<file path="config.mk">
export PLATFORM = sky130hd
export DESIGN_NAME = lin_resp_len
export DESIGN_NICKNAME = d
export VERILOG_FILES = /design/src/rtl/lin_len_pkg.sv /design/src/rtl/lin_len_ctrl.sv /design/src/rtl/lin_len_datapath.sv /design/src/rtl/lin_resp_len.sv
export SDC_FILE = /design/constraint.sdc
export NUM_CORES = 1
export LEC_CHECK = 0
export BUFFER_PORTS_ARGS = -buffer_cell sky130_fd_sc_hd__clkbuf_2
export CORE_UTILIZATION = 51
export CTS_BUF_LIST = sky130_fd_sc_hd__clkbuf_4 sky130_fd_sc_hd__clkbuf_8
export DETAILED_ROUTE_END_ITERATION = 6
export HOLD_SLACK_MARGIN = 0.03
export PLACE_DENSITY = 0.83
export SYNTH_ARGS = -nofsm -noshare
export SYNTH_HDL_FRONTEND = slang
export SYNTH_HIERARCHICAL = 1
export SYNTH_SLANG_ARGS = --single-unit
</file>
<file path="constraint.sdc">
create_clock -name clk -period 2.5 [get_ports clk]
set_input_delay 0.5 -clock clk [delete_from_list [all_inputs] [get_ports clk]]
set_output_delay 0.5 -clock clk [all_outputs]
set_load 0.005 [all_outputs]
</file>
<file path="src/rtl/lin_len_pkg.sv">
package lin_len_pkg;

  typedef struct packed {
    logic wrFields;   // load both fields from the write port
    logic startResp;  // clamp the length and clear the counter
    logic dirTx;      // direction for the current or starting response
    logic countUp;    // advance the progress counter
    logic active;     // response in progress
  } lenCtrl_t;

endpackage

</file>
<file path="src/rtl/lin_len_ctrl.sv">
module lin_len_ctrl
  import lin_len_pkg::*;
(
  input  logic     clk,
  input  logic     rstN,
  input  logic     lenWrEn,
  input  logic     cmdValid,
  input  logic     cmdIsTx,
  input  logic     byteDone,
  input  logic     errIn,
  input  logic     atChecksum,
  output lenCtrl_t ctrl,
  output logic     respDone,
  output logic     respActive
);

  logic activeQ;
  logic dirTxQ;
  logic doneQ;
  logic checksumHit;

  assign checksumHit = activeQ && byteDone && atChecksum;

  always_ff @(posedge clk) begin
    if (!rstN) begin
      activeQ <= 1'b0;
      dirTxQ  <= 1'b0;
      doneQ   <= 1'b0;
    end else begin
      doneQ <= 1'b0;
      if (cmdValid) begin
        activeQ <= 1'b1;
        dirTxQ  <= cmdIsTx;
      end else if (activeQ && errIn) begin
        activeQ <= 1'b0;
      end else if (checksumHit) begin
        activeQ <= 1'b0;
        doneQ   <= 1'b1;
      end
    end
  end

  always_comb begin
    ctrl.wrFields  = lenWrEn && !activeQ && !cmdValid;
    ctrl.startResp = cmdValid;
    ctrl.dirTx     = cmdValid ? cmdIsTx : dirTxQ;
    ctrl.countUp   = activeQ && !cmdValid && !errIn && byteDone && !atChecksum;
    ctrl.active    = activeQ;
  end

  assign respDone   = doneQ;
  assign respActive = activeQ;

  p_done_single_r9: assert property (@(posedge clk) disable iff (!rstN)
    respDone |=> !respDone);

  p_done_ends_r9: assert property (@(posedge clk) disable iff (!rstN)
    (activeQ && byteDone && atChecksum && !errIn && !cmdValid) |=> (respDone && !respActive));

  p_err_stops_r10: assert property (@(posedge clk) disable iff (!rstN)
    (activeQ && errIn && !cmdValid) |=> (!respActive && !respDone));

  p_cmd_starts_r11: assert property (@(posedge clk) disable iff (!rstN)
    cmdValid |=> (respActive && !respDone));

endmodule

</file>
<file path="src/rtl/lin_len_datapath.sv">
module lin_len_datapath
  import lin_len_pkg::*;
#(
  parameter int LEN_W    = 4,
  parameter int MAX_DATA = 8
) (
  input  logic             clk,
  input  logic             rstN,
  input  lenCtrl_t         ctrl,
  input  logic [LEN_W-1:0] wrTxLen,
  input  logic [LEN_W-1:0] wrRxLen,
  output logic [LEN_W-1:0] txLenField,
  output logic [LEN_W-1:0] rxLenField,
  output logic             atChecksum,
  output logic             nextIsChecksum
);

  localparam int FIELD_MAX = (1 << LEN_W) - 1;
  localparam logic [LEN_W-1:0] MAX_V = LEN_W'(MAX_DATA);
  localparam logic [LEN_W-1:0] ONE_V = LEN_W'(1);

  logic [LEN_W-1:0] txQ;
  logic [LEN_W-1:0] rxQ;
  logic [LEN_W-1:0] txClamp;
  logic [LEN_W-1:0] rxClamp;
  logic [LEN_W-1:0] lenSel;
  logic [LEN_W-1:0] cntSel;

  generate
    if (MAX_DATA >= FIELD_MAX) begin : g_noClamp
      assign txClamp = txQ;
      assign rxClamp = rxQ;
    end else begin : g_clamp
      assign txClamp = (txQ > MAX_V) ? MAX_V : txQ;
      assign rxClamp = (rxQ > MAX_V) ? MAX_V : rxQ;
    end
  endgenerate

  always_ff @(posedge clk) begin
    if (!rstN) begin
      txQ <= '0;
      rxQ <= '0;
    end else if (ctrl.wrFields) begin
      txQ <= wrTxLen;
      rxQ <= wrRxLen;
    end else if (ctrl.startResp) begin
      if (ctrl.dirTx) begin
        txQ <= txClamp;
        rxQ <= '0;
      end else begin
        rxQ <= rxClamp;
        txQ <= '0;
      end
    end else if (ctrl.countUp) begin
      if (ctrl.dirTx) rxQ <= rxQ + ONE_V;
      else            txQ <= txQ + ONE_V;
    end
  end

  assign lenSel         = ctrl.dirTx ? txQ : rxQ;
  assign cntSel         = ctrl.dirTx ? rxQ : txQ;
  assign atChecksum     = (cntSel == lenSel);
  assign nextIsChecksum = ctrl.active && atChecksum;
  assign txLenField     = txQ;
  assign rxLenField     = rxQ;

  p_len_clamped_r3: assert property (@(posedge clk) disable iff (!rstN)
    (ctrl.active && !ctrl.startResp) |-> (lenSel <= MAX_V));

  p_tx_clear_r4: assert property (@(posedge clk) disable iff (!rstN)
    (ctrl.startResp && ctrl.dirTx) |=> (rxQ == '0));

  p_rx_clear_r4: assert property (@(posedge clk) disable iff (!rstN)
    (ctrl.startResp && !ctrl.dirTx) |=> (txQ == '0));

  p_no_overflow_r6: assert property (@(posedge clk) disable iff (!rstN)
    (ctrl.active && !ctrl.startResp) |-> (cntSel <= lenSel));

  p_hold_idle_r10: assert property (@(posedge clk) disable iff (!rstN)
    (!ctrl.active && !ctrl.wrFields && !ctrl.startResp) |=> ($stable(txQ) && $stable(rxQ)));

endmodule

</file>
<file path="src/rtl/lin_resp_len.sv">
module lin_resp_len
  import lin_len_pkg::*;
(
  input  logic       clk,
  input  logic       rstN,
  input  logic       lenWrEn,
  input  logic [3:0] wrTxLen,
  input  logic [3:0] wrRxLen,
  input  logic       cmdValid,
  input  logic       cmdIsTx,
  input  logic       byteDone,
  input  logic       errIn,
  output logic [3:0] txLenField,
  output logic [3:0] rxLenField,
  output logic       nextIsChecksum,
  output logic       respDone,
  output logic       respActive
);

  lenCtrl_t ctrl;
  logic     atChecksum;

  lin_len_ctrl u_ctrl (
    .clk        (clk),
    .rstN       (rstN),
    .lenWrEn    (lenWrEn),
    .cmdValid   (cmdValid),
    .cmdIsTx    (cmdIsTx),
    .byteDone   (byteDone),
    .errIn      (errIn),
    .atChecksum (atChecksum),
    .ctrl       (ctrl),
    .respDone   (respDone),
    .respActive (respActive)
  );

  lin_len_datapath #(.LEN_W(4), .MAX_DATA(8)) u_dp (
    .clk            (clk),
    .rstN           (rstN),
    .ctrl           (ctrl),
    .wrTxLen        (wrTxLen),
    .wrRxLen        (wrRxLen),
    .txLenField     (txLenField),
    .rxLenField     (rxLenField),
    .atChecksum     (atChecksum),
    .nextIsChecksum (nextIsChecksum)
  );

  p_checksum_gated_r5: assert property (@(posedge clk) disable iff (!rstN)
    nextIsChecksum |-> respActive);

endmodule

</file>
Yosys cells after proc, flatten, opt, wreduce, memory -nomap -nowiden
Index checks and enable logic that the tools add are counted.

Register bits after elaboration: 11. Output and inout bits: 11. Word-level logic and storage cells: 53. Input bits: 15.

Bitwise operators: 1. Reduce and logical (&&, ||, !) cells: 21. $add $sub $neg: 2. Equality and inequality tests: 3. Multiplexer cells: 19. Magnitude comparators: 2.

Operators with widths (number): $mux W4 (14); $reduce_bool A3 Y1 (4); $logic_and A1 B1 Y1 (10); $add A4 B1 Y4 const B (2); $gt A4 B4 Y1 const B (2); $ne A3 B3 Y1 const B (2); $reduce_and A3 Y1 (2); $mux W1 (5); $eq A4 B4 Y1 (1); $logic_not A1 Y1 (4); $reduce_or A3 Y1 (1); $not A1 Y1 (1).

Logic depth before layout (Yosys ltp)
Word-level depth: 8. Depth in mapped cells: 7. Depth with buffers taken out: 7.

Hierarchy
The synthesis kept the hierarchy.

By module, submodules not included: lin_len_datapath (area an instance 669.4 sq um, seq. area each 160.2 sq um, cells each 82, instances 1); lin_len_ctrl (area an instance 138.9 sq um, seq. area each 60.1 sq um, cells each 15, instances 1).

Worst setup path after synthesis
No wires, ideal clock.

Path type: reg-to-reg. Start point: reg u_dp.rxQ[3], in the netlist u_dp/rxLenField[3]. End point: reg u_dp.txQ[0], in the netlist u_dp/txLenField[0]. Setup time: 0.130 ns. Arrival time: 1.753 ns. Clock period less this slack: 1.883 ns. Slack: 0.617 ns. Stages on the path, launching flop included: 8. Cells stage by stage: dfxtp_1 -> xor2_1 -> nor4_1 -> nor2_1 -> or3_1 -> buf_2 -> a21oi_1 -> nor3_1.

RTL lines: start: declaration (line lin_len_datapath.sv:23) `logic [LEN_W-1:0] rxQ;`; start signal: assignment (line lin_len_datapath.sv:45) `rxQ <= wrRxLen;`; start signal: assignment (line lin_len_datapath.sv:51) `rxQ <= rxClamp;`; start signal: assignment (line lin_len_datapath.sv:55) `if (ctrl.dirTx) rxQ <= rxQ + ONE_V;`; end signal: assignment (line lin_len_datapath.sv:44) `txQ <= wrTxLen;`; end signal: assignment (line lin_len_datapath.sv:48) `txQ <= txClamp;`; end signal: assignment (line lin_len_datapath.sv:56) `else txQ <= txQ + ONE_V;`; end: declaration (line lin_len_datapath.sv:22) `logic [LEN_W-1:0] txQ;`.

Worst setup path in the final report
Start point: reg u_dp.txQ[1], in the netlist u_dp/txLenField[1]. End point: out nextIsChecksum.

Word-level cells in the longest chain between the ends: 3. Elaborated cells between the ends (all ways): 4.

RTL lines: $mux W4 (on tied branches) (line lin_len_datapath.sv:61, lin_len_datapath.sv:60); $eq A4 B4 Y1 * (line lin_len_datapath.sv:62) `assign atChecksum = (cntSel == lenSel);`; named net atChecksum (line lin_resp_len.sv:21) `logic atChecksum;`; $logic_and A1 B1 Y1 * (line lin_len_datapath.sv:63) `assign nextIsChecksum = ctrl.active && atChecksum;`; end: declaration (line lin_resp_len.sv:15) `output logic nextIsChecksum,`.

Mark *: on every way through the listed nets, which the timed path passes. The rest lies on a longest branch.

==> impl_metrics.env <==
export IMPL_synthToLayoutAreaGrowth_pct=20.9
export IMPL_path_class="register to output pin"
export IMPL_place_inst=136
export IMPL_synthMostInstantiatedCell="dfxtp_1"
export IMPL_n_antenna_cell=0
export IMPL_max_freq_mhz=498
export IMPL_whs_path_depth=2
export IMPL_ys_seq_area_share_pct=27.2
export IMPL_pwr_share_clk_pct=27.4
export IMPL_rsz0062_at_grt="false"
export IMPL_initial_utilization_pct=54.3
export IMPL_leakage_nw=0.444
export IMPL_die_w_um=41.8
export IMPL_finish_net_count=144
export IMPL_viasPerCell=5.90
export IMPL_cts_root_buf="clkbuf_4"
export IMPL_drtPass1Iterations=4
export IMPL_place_area_sq_um=947
export IMPL_irDropWorstVdd_mv=0.392
export IMPL_yosys_area_top_type="dfxtp_1"
export IMPL_min_from="cmdValid"
export IMPL_htree_num_levels=1
export IMPL_rows=14
export IMPL_ant_nets=0
export IMPL_stdcell_area_sq_um=977
export IMPL_via_count=826
export IMPL_relSlewSlack_pct=64.8
export IMPL_holdCritPathClass="input pin to register"
export IMPL_combPwrFrac_pct=30.8
export IMPL_grt_pass1_wl_mm=3.35
export IMPL_ys_types=38
export IMPL_holdPathEnd="u_ctrl/respActive"
export IMPL_synth_edff_count=0
export IMPL_required_ns=2.00
export IMPL_clock_latency_ns=0.27
export IMPL_grt_pass1_vias=758
export IMPL_syn_inst=97
export IMPL_clkSinkCount=11
export IMPL_cts_tree="built"
export IMPL_setup_ws_ns=0.491
export IMPL_coreArea_sq_um=1490
export IMPL_p_per_area_nw_per_um2=514
export IMPL_drc=0
export IMPL_final_setup_tns_ns=0
export IMPL_io_buffers=25
export IMPL_clkTransAtPathRegs_ns=0.07
export IMPL_synth_area_per_cell_sq_um=8.33
export IMPL_grt_max_degree=21
export IMPL_grt_overflow=0
export IMPL_reg2reg_to="u_dp/txLenField[1]"
export IMPL_yosys_register_bits=11
export IMPL_holdWs_ns=0.521
export IMPL_place_ws_ns=0.291
export IMPL_die_area_sq_um=1750
export IMPL_p_total_mw=0.502
export IMPL_post_cts_buffers=0
export IMPL_grt_util_all_layers_pct=25.2
export IMPL_cts_resized=0
export IMPL_r2r_start="u_dp/txLenField[0]"
export IMPL_clockBufferDepth=2
export IMPL_ios=26
export IMPL_ys_top_cells_by_count="dfxtp_1 (11), a21oi_1 (8), inv_1 (7), nor3_1 (5)"
export IMPL_synthFlopType="dfxtp_1"
export IMPL_p_sw_mw=0.165
export IMPL_finalHoldViolCount=0
export IMPL_status="complete, no violations"
export IMPL_switching_share_pct=32.9
export IMPL_final_cells=140
export IMPL_finish_utilization_pct=65.6
export IMPL_dp_hpwl_mm=1.47
export IMPL_start_kind="register"
export IMPL_cts_hold_buffers=0
export IMPL_layout_drive_gt1_share_pct=31.5
export IMPL_synthesis_area_sq_um=808
export IMPL_cap_violations=0
export IMPL_yosys_top_cells_area="dfxtp_1 (27%), ha_1 (6.2%), a21oi_1 (5.0%)"
export IMPL_gp_congestion=0.870
export IMPL_async_reset_ff_share_pct=0
export IMPL_syn_nets=116
export IMPL_end_kind="output pin"
export IMPL_cts_buffers=3
export IMPL_antenna_found_initial=0
export IMPL_skew_ns=0.00111
export IMPL_drtIter0Drc=41
export IMPL_drt_wl_total_mm=1.99
export IMPL_finalCriticalPeriod_ns=2.01
export IMPL_reg2reg_slack_ns=0.54
export IMPL_setup_viol=0
export IMPL_worstMarginPinSlew_ns=0.514
export IMPL_ff2ff_path_depth=7
export IMPL_synth_warning_count=6
export IMPL_min_period_over_period_pct=80.4
export IMPL_internal_power_mw=0.337
export IMPL_synth_top_area_share_pct=27.2
export IMPL_routedWlPerCell_um=14.2
export IMPL_worstPathArrival_ns=1.51
export IMPL_report_final_slew_viol_count=0
export IMPL_worstPathMaxFanout=6
export IMPL_seq_power_share_pct=41.7
export IMPL_die_h_um=41.8
## how the worst max path moves through the flow
| stage | from | to | slack (ns) | depth (start not counted) |
|---|---|---|---|---|
| final | u_dp/txLenField[1] | nextIsChecksum | 0.49 | 5 |
| after detailed placement | errIn | u_dp/txLenField[1] | 0.29 | 7 |
| after CTS | u_dp/txLenField[1] | nextIsChecksum | 0.48 | 5 |
| after global placement | errIn | u_dp/txLenField[1] | 0.44 | 7 |
| after floorplan | u_dp/rxLenField[3] | u_dp/txLenField[0] | 0.62 | 7 |
| after global routing | u_ctrl/respActive | u_dp/txLenField[1] | 0.37 | 6 |
## area by class of cell
type	instances	area [sq um]
timing repair buffer	29	155
multi-input combinational	73	526
sequential	11	220
clock buffer	4	30.0
fill	131	512
tap	16	20.0
inverter	7	26.3
## power groups by stage
stage / logic, mW / registers, mW / clock network (mW)
6_report: 0.155 / 0.210 / 0.138
4_1_cts: 0.155 / 0.210 / 0.140
3_5_place_dp: 0.154 / 0.214 / 0
3_3_place_gp: 0.148 / 0.213 / 0
5_1_grt: 0.172 / 0.212 / 0.144
2_1_floorplan: 0.0991 / 0.212 / 0
## kinds of logic (layout without fill, tap and decap cells)
| logic type | count (synthesis) | count (layout) | synth area share (%) |
|---|---|---|---|
| AO/OA/AOI/OAI | 27 | 27 | 24.0 |
| XOR/XNOR | 6 | 6 | 6.50 |
| adder cells (fa/ha/maj) | 4 | 4 | 6.19 |
| buffers and inverters | 13 | 40 | 8.36 |
| flip-flops | 11 | 11 | 27.2 |
| multiplexers | 1 | 1 | 1.39 |
| AND/OR/NAND/NOR | 35 | 35 | 26.3 |
## routing by layer
layer	vias to the layer above	GRT usage [%]	wire (um)
met5	-	0	0
met4	0	13.5	27
met3	2	4.35	124
met2	31	41.3	1010
met1	388	31.3	825
li1	405	-	-
## cell usage in the layout, fill, tap and decap left out, drive strengths merged
master,synthesis,final
a2111oi,2,2
a21oi,8,8
a222oi,2,2
a22oi,1,1
a311oi,2,2
a31oi,2,2
a32o,1,1
and2,2,2
and3,1,1
buf,6,4
clkbuf,0,29
dfxtp,11,11
ha,4,4
inv,7,7
mux2,1,1
nand2,5,5
nand2b,1,1
nand3,4,4
nand4b,1,1
nor2,4,4
nor2b,4,4
nor3,6,6
nor3b,2,2
nor4,1,1
nor4b,1,1
nor4bb,1,1
o21a,3,3
o21ai,4,4
o21bai,2,2
or3,1,1
or3b,1,1
xnor2,2,2
xor2,4,4
## critical path, stage by stage (launching register included)
cell and delay (ns):
dfxtp_1 0.38, xor2_1 0.19, nor4_1 0.28, buf_4 0.17, and2_1 0.12, clkbuf_2 0.10
## registers in the layout, summed over array words and instances, names as in the netlist
name / cells
u_dp/rxLenField: 4
u_ctrl/respActive: 1
u_dp/txLenField: 4
u_ctrl/dirTxQ: 1
u_ctrl/respDone: 1
No activity file was read; power rests on OpenSTA's default activity.
